===== src/rtl/hdlc_abort_tx.sv =====
module hdlc_abort_tx #(
  parameter int DL = 8
) (
  input  logic       clk,
  input  logic       rst_n,
  input  logic       bit_en,
  input  logic       wr_en,
  input  logic [7:0] wr_data,
  input  logic       auto_eof,
  input  logic       mode_wr,
  input  logic       mode_din,
  input  logic       abort_clr,
  output logic       txd,
  output logic       buf_empty,
  output logic       underrun,
  output logic       abort_idle,
  output logic       frame_mode
);
  localparam int DLW = (DL > 2) ? $clog2(DL) : 1;
  localparam logic [DLW-1:0] DL_LAST = DLW'(DL - 1);
  localparam logic [7:0] FLAG = 8'h7E;

  typedef enum logic [1:0] {S_IDLE, S_DATA, S_CLOSE, S_ABORT} st_t;
  st_t st;
  logic [7:0] buf_q, sh;
  logic [2:0] cnt, ones;
  logic [DLW-1:0] dl;

  wire last  = (cnt == 3'd7);
  wire stuff = (ones == 3'd5);
  wire late  = (st == S_DATA) && bit_en && (dl == DL_LAST) && buf_empty && !auto_eof;

  always_ff @(posedge clk) begin
    if (!rst_n) begin
      st <= S_IDLE; buf_q <= '0; sh <= '0; cnt <= '0; ones <= '0; dl <= '0;
      txd <= 1'b1; buf_empty <= 1'b1; underrun <= 1'b0; abort_idle <= 1'b0;
      frame_mode <= 1'b0;
    end else begin
      if (wr_en && buf_empty) begin
        buf_q <= wr_data;
        buf_empty <= 1'b0;
      end
      if (mode_wr) frame_mode <= mode_din;
      if (abort_clr) abort_idle <= 1'b0;
      if (bit_en) begin
        case (st)
          S_IDLE: begin
            txd <= FLAG[cnt];
            cnt <= cnt + 3'd1;
            if (last && !frame_mode && !buf_empty) begin
              st <= S_DATA; sh <= buf_q; buf_empty <= 1'b1; dl <= '0; ones <= '0;
            end
          end
          S_DATA: begin
            if (dl != DL_LAST) dl <= dl + 1'b1;
            if (stuff) begin
              txd <= 1'b0;
              ones <= '0;
            end else begin
              txd <= sh[0];
              sh <= sh >> 1;
              ones <= sh[0] ? ones + 3'd1 : 3'd0;
              cnt <= cnt + 3'd1;
              if (last) begin
                if (!buf_empty) begin
                  sh <= buf_q; buf_empty <= 1'b1; dl <= '0;
                end else if (auto_eof) begin
                  st <= S_CLOSE;
                end
              end
            end
            if (late) begin
              st <= S_ABORT; cnt <= '0; underrun <= 1'b1; abort_idle <= 1'b1;
            end
          end
          S_CLOSE: begin
            if (cnt == 3'd0 && stuff) begin
              txd <= 1'b0;
              ones <= '0;
            end else begin
              txd <= FLAG[cnt];
              ones <= '0;
              cnt <= cnt + 3'd1;
              if (last) begin
                st <= S_IDLE; frame_mode <= 1'b1; underrun <= 1'b0;
              end
            end
          end
          default: begin
            txd <= 1'b1;
            cnt <= cnt + 3'd1;
            if (last && !abort_idle) st <= S_IDLE;
          end
        endcase
      end
    end
  end

  p_abort_with_underrun_r6: assert property (@(posedge clk) disable iff (!rst_n)
    $rose(underrun) |-> abort_idle);
  p_ones_in_abort_r7: assert property (@(posedge clk) disable iff (!rst_n)
    (st == S_ABORT && bit_en) |=> txd);
  p_group_whole_r7: assert property (@(posedge clk) disable iff (!rst_n)
    (st == S_ABORT && !(bit_en && last)) |=> st == S_ABORT);
  p_no_underrun_auto_r9: assert property (@(posedge clk) disable iff (!rst_n)
    (auto_eof && !underrun && !late) |=> !underrun);
  p_run_limit_r4: assert property (@(posedge clk) disable iff (!rst_n)
    (st == S_DATA) |-> ones <= 3'd5);
  p_full_write_ignored_r5: assert property (@(posedge clk) disable iff (!rst_n)
    (wr_en && !buf_empty) |=> $stable(buf_q));
  p_close_updates_r10: assert property (@(posedge clk) disable iff (!rst_n)
    (st == S_CLOSE && bit_en && last && !(cnt == 3'd0 && stuff)) |=> (frame_mode && !underrun));
endmodule


===== config.mk =====
export PLATFORM = sky130hd
export DESIGN_NAME = hdlc_abort_tx
export DESIGN_NICKNAME = d
export VERILOG_FILES = /design/src/rtl/hdlc_abort_tx.sv
export SDC_FILE = /design/constraint.sdc
export NUM_CORES = 1
export LEC_CHECK = 0
export CORE_MARGIN = 4
export CORE_UTILIZATION = 24
export CTS_CLUSTER_SIZE = 16
export DETAILED_ROUTE_END_ITERATION = 6
export HOLD_SLACK_MARGIN = 0.06
export PLACE_DENSITY = 0.49
export SYNTH_ARGS = -nofsm -noshare
export SYNTH_HDL_FRONTEND = slang
export SYNTH_SLANG_ARGS = --single-unit

===== constraint.sdc =====
create_clock -name clk -period 2.1 [get_ports clk]
set_input_delay 0.21 -clock clk [delete_from_list [all_inputs] [get_ports clk]]
set_output_delay 0.21 -clock clk [all_outputs]
set_load 0.02 [all_outputs]

==> results.txt, run 1 <==
----------------------------------------------------
[Status]
  Outcome ... finished, final reports clean

[Clocking]
  Maximum level of the CTS H-tree ... 2
  Hold-fix buffers, CTS ... 0
  Number of buffers created by CTS ... 5
  Clock tree from TritonCTS ... done
  Root buffer selected by CTS ... clkbuf_8
  Clk sinks ... 33
  Clock Tree Buf Depth ... 2
  Post-CTS setup-driven buffer insertion count ... 0
  Register clock-pin slew on the reported worst setup and hold paths ... 70 ps
  Clock insertion delay at the later pin of the skew report ... 290 ps

[Synth]
  Count of flip-flops with a built-in enable after synthesis ... 0
  Synthesized area divided by synthesized cell count ... 8.99 sq um
  Post-synthesis net count ... 204
  Part of the Yosys area used for sequential elements ... 40.4%
  Number of distinct standard cells referenced by the synthesized netlist ... 45
  Total standard cell area after synthesis ... 0.00164 sq mm
  Proportion of synthesized flip-flops having asynchronous set or reset ... 0%
  Synthesis warning total ... 0
  Flip-flop and latch count after synthesis ... 33
  Cell count after synthesis ... 182
  Synth Flop Type ... dfxtp_1

[Global routing]
  Antenna violations before repair ... 0
  Global-route wire length before repair ... 6350 um
  Overall global routing resource usage ... 9.53%
  Pin count of the biggest net entering global routing ... 18
  Via count of the first global-routing pass ... 1330
  Congestion Overflow GR ... 0

[STA]
  Endpoints failing hold ... 0
  Worst slew pin tran ... 605 ps
  Final worst path period share ... 92.3%
  Number of pins with negative max-slew slack in the final report ... 0
  Post-layout worst setup margin ... 162 ps
  Worst slew slack as a fraction of its limit ... 59.6%
  Clock tree skew after final layout ... 3.07 ps
  Maximum operating frequency ... 516 MHz
  Setup TNS Final ... 0 ps
  Finish-stage setup viols ... 0
  Setup repair after global routing missed its margin ... false
  Clock period minus worst slack ... 1940 ps
  Hold_ws ... 456 ps

[Detailed routing]
  Total routed wire length on the met1 layer ... 1850 um
  WL met2 ... 1640 um
  Topmost layer with routed signal wires ... met4
  Total length of routed met3 wires ... 82 um
  Routed vias ... 1344
  Number of iterations in the first detailed-routing pass ... 3
  Routed len/inst ... 12.7 um
  Vias per inst ... 4.65
  DRC violation total after the first TritonRoute iteration ... 41
  Count of unresolved DRC violations after routing ... 0
  Post-route antenna net violation count ... 0
  Routed WL ... 3660 um

[Floorplanning]
  Number of placed I/O pins ... 21
  Core Footprint ... 0.00649 sq mm
  Die X-Extent ... 90.6 um
  Die area ... 0.00820 sq mm
  Site Rows ... 29
  Vertical die dimension ... 90.6 um
  Starting Density ... 25.2%

[Pwr]
  Worst IR Drop VDD ... 0.292 mV
  Power per cell area ... 596 mW/mm^2
  Switch share ... 24.8%
  Combinational fraction of design power ... 9.8%
  Post-layout power ... 1.25 mW
  Clock group share of total power ... 37.4%
  P_int ... 0.938 mW
  Switching Power ... 0.309 mW
  Leakage dissipation ... 0.767 nW
  Flop pwr share ... 52.7%

[Layout]
  Proportion of layout cells with a drive suffix above 1 ... 14.2%
  Area used by multi-input combinational logic ... 917 sq um
  FF+latch area ... 662 sq um
  # nets final ... 233
  Fin cells ... 289
  Fillers ... 699
  Growth of design area from synthesis to finish ... 27.8%
  Number of diodes added for antenna fixing ... 0

[Flow run]
  Max-Cap Viols ... 0

[Worst setup path]
  Cells along the critical path ... ha_1, ha_2, nor3b_4, o31ai_4, a311oi_4, buf_12, nor2_1, a211oi_1
  Endpoint arrival time on the critical path ... 2140 ps
  Required time of the critical path ... 2300 ps
  CP max-delay cell ... dfxtp_1
  Sort of element at the start of the critical path ... register
  Largest driver fanout on the critical path ... 16
  Element type at the critical path end ... register
  Setup CP Type ... register to register
  Longest individual stage delay on the worst path ... 360 ps

[Placed design]
  Worst setup timing slack at the placement stage ... 90.6 ps
  Routability-driven placement congestion ratio ... 0.811
  Final HPWL DP ... 2730 um
  Number of placed instances with taps included ... 281
  Count of buffers inserted at the top-level ports ... 20

[Hold path]
  Hold Path Class ... register to register

----------------------------------------------------
## logic make-up after synthesis
logic type	share of synthesized area, %
xor gates and xnor gates	0.535
and+or+nand+nor	21.3
AOI/OAI and AO/OA	21.3
muxes	7.42
buffers and inverters	4.43
adders and majority gates	4.59
DFF	40.4
## synthesized netlist by cell type (2+ instances only)
master	number	share of area [%]
ha_1	6	4.6
a21o_1	3	1.4
inv_1	9	2.1
a21oi_1	19	5.8
nand2b_1	2	0.76
o31ai_1	2	0.92
clkbuf_1	4	0.92
a211oi_1	6	2.8
mux2i_1	11	6.7
nor2_1	21	4.8
buf_1	2	0.46
nand2_1	17	3.9
dfxtp_1	33	40
nor3b_1	2	0.92
a211oi_2	2	1.5
nand3b_1	2	0.92
nand3_1	8	2.4
a22oi_1	3	1.4
o21ai_0	3	0.92
nor2b_1	2	0.76
## metal layers
metal	vias up	GRT usage, %
met5	-	0
met4	0	4.97
met3	6	2.75
met2	14	14.3
met1	609	12.3
li1	715	-
## flip-flops by register name, indices dropped and copies added, names as in the netlist, named ones only
register / cells
abort_idle: 1
buf_empty: 1
buf_q: 8
cnt: 3
dl: 3
frame_mode: 1
ones: 3
sh: 8
st: 2
txd: 1
underrun: 1
## power groups by stage
stage               combinational (mW)  clock, mW  sequential (mW)
finish                           0.123      0.467            0.658
CTS                              0.125      0.488            0.657
global route                     0.136      0.514            0.660
detailed placement               0.124          0            0.672
floorplan                       0.0580          0            0.672
global placement                 0.124          0            0.672
## cells in the final DEF (no fill, tap or decap), types with 2 or more instances in the layout
master,n
nor2_1,21
buf_4,8
nand2b_1,2
a211oi_1,6
nand2_1,17
buf_12,2
nand3_1,8
o31ai_1,2
clkdlybuf4s50_1,20
a21o_1,3
clkbuf_8,5
a22oi_1,3
mux2i_1,11
a211oi_2,2
dfxtp_1,32
nor2b_1,2
ha_1,5
a21oi_1,19
nand3b_1,2
o21ai_0,3
clkinv_2,2
inv_1,9
## per-stage QoR
step                instance area (sq um)  utilization, %
floorplan                            1640               -
global placement                     1990            30.7
detailed placement                   1990            30.7
CTS                                  2080            32.0
global route                         2090            32.2
finish                               2090            32.2
## area by class of cell
class | instances | area share (%)
Multi-Input combinational cell | 132 | 43.8
Tap cell | 77 | 4.61
Timing Repair Buffer | 30 | 14.4
Clock buffer | 6 | 3.47
Clock inverter | 2 | 0.478
Inverter | 9 | 1.61
Sequential cell | 33 | 31.6
## worst max-delay path, delay by kind of cell (launching register included)
kind / cells / cell delay (ps)
AOI/OAI and AO/OA: 3 / 650
adders and majority gates: 2 / 380
DFF: 1 / 360
and+or+nand+nor: 2 / 280
buffers and inverters: 1 / 180
## what timing repair did
item                                   4_1_cts  5_1_grt
resized for setup                            0        4
endpoints found under the hold margin        0        0
setup endpoints to repair                    0       11
## path summary, 6_finish.rpt
| kind | startpoint | to | slack [ps] | cells after the start |
|---|---|---|---|---|
| max | cnt[1]$_SDFFE_PN0N_ | sh[6]$_SDFFE_PN0P_ | 160 | 8 |
| min | buf_q[1]$_SDFFE_PN0P_ | buf_q[1]$_SDFFE_PN0P_ | 460 | 2 |
| max reg2reg | cnt[1]$_SDFFE_PN0N_ | sh[6]$_SDFFE_PN0P_ | 160 | 8 |
| min reg2reg | buf_q[1]$_SDFFE_PN0P_ | buf_q[1]$_SDFFE_PN0P_ | 460 | 2 |
Note: power is estimated with default switching activity, not from simulation.
==> inputs of run 2 (changes only) <==
Settings changed: SLEW_MARGIN set to 20.
==> results of run 2 <==
The final DEF is identical to that of run 1; final timing and power are the same.
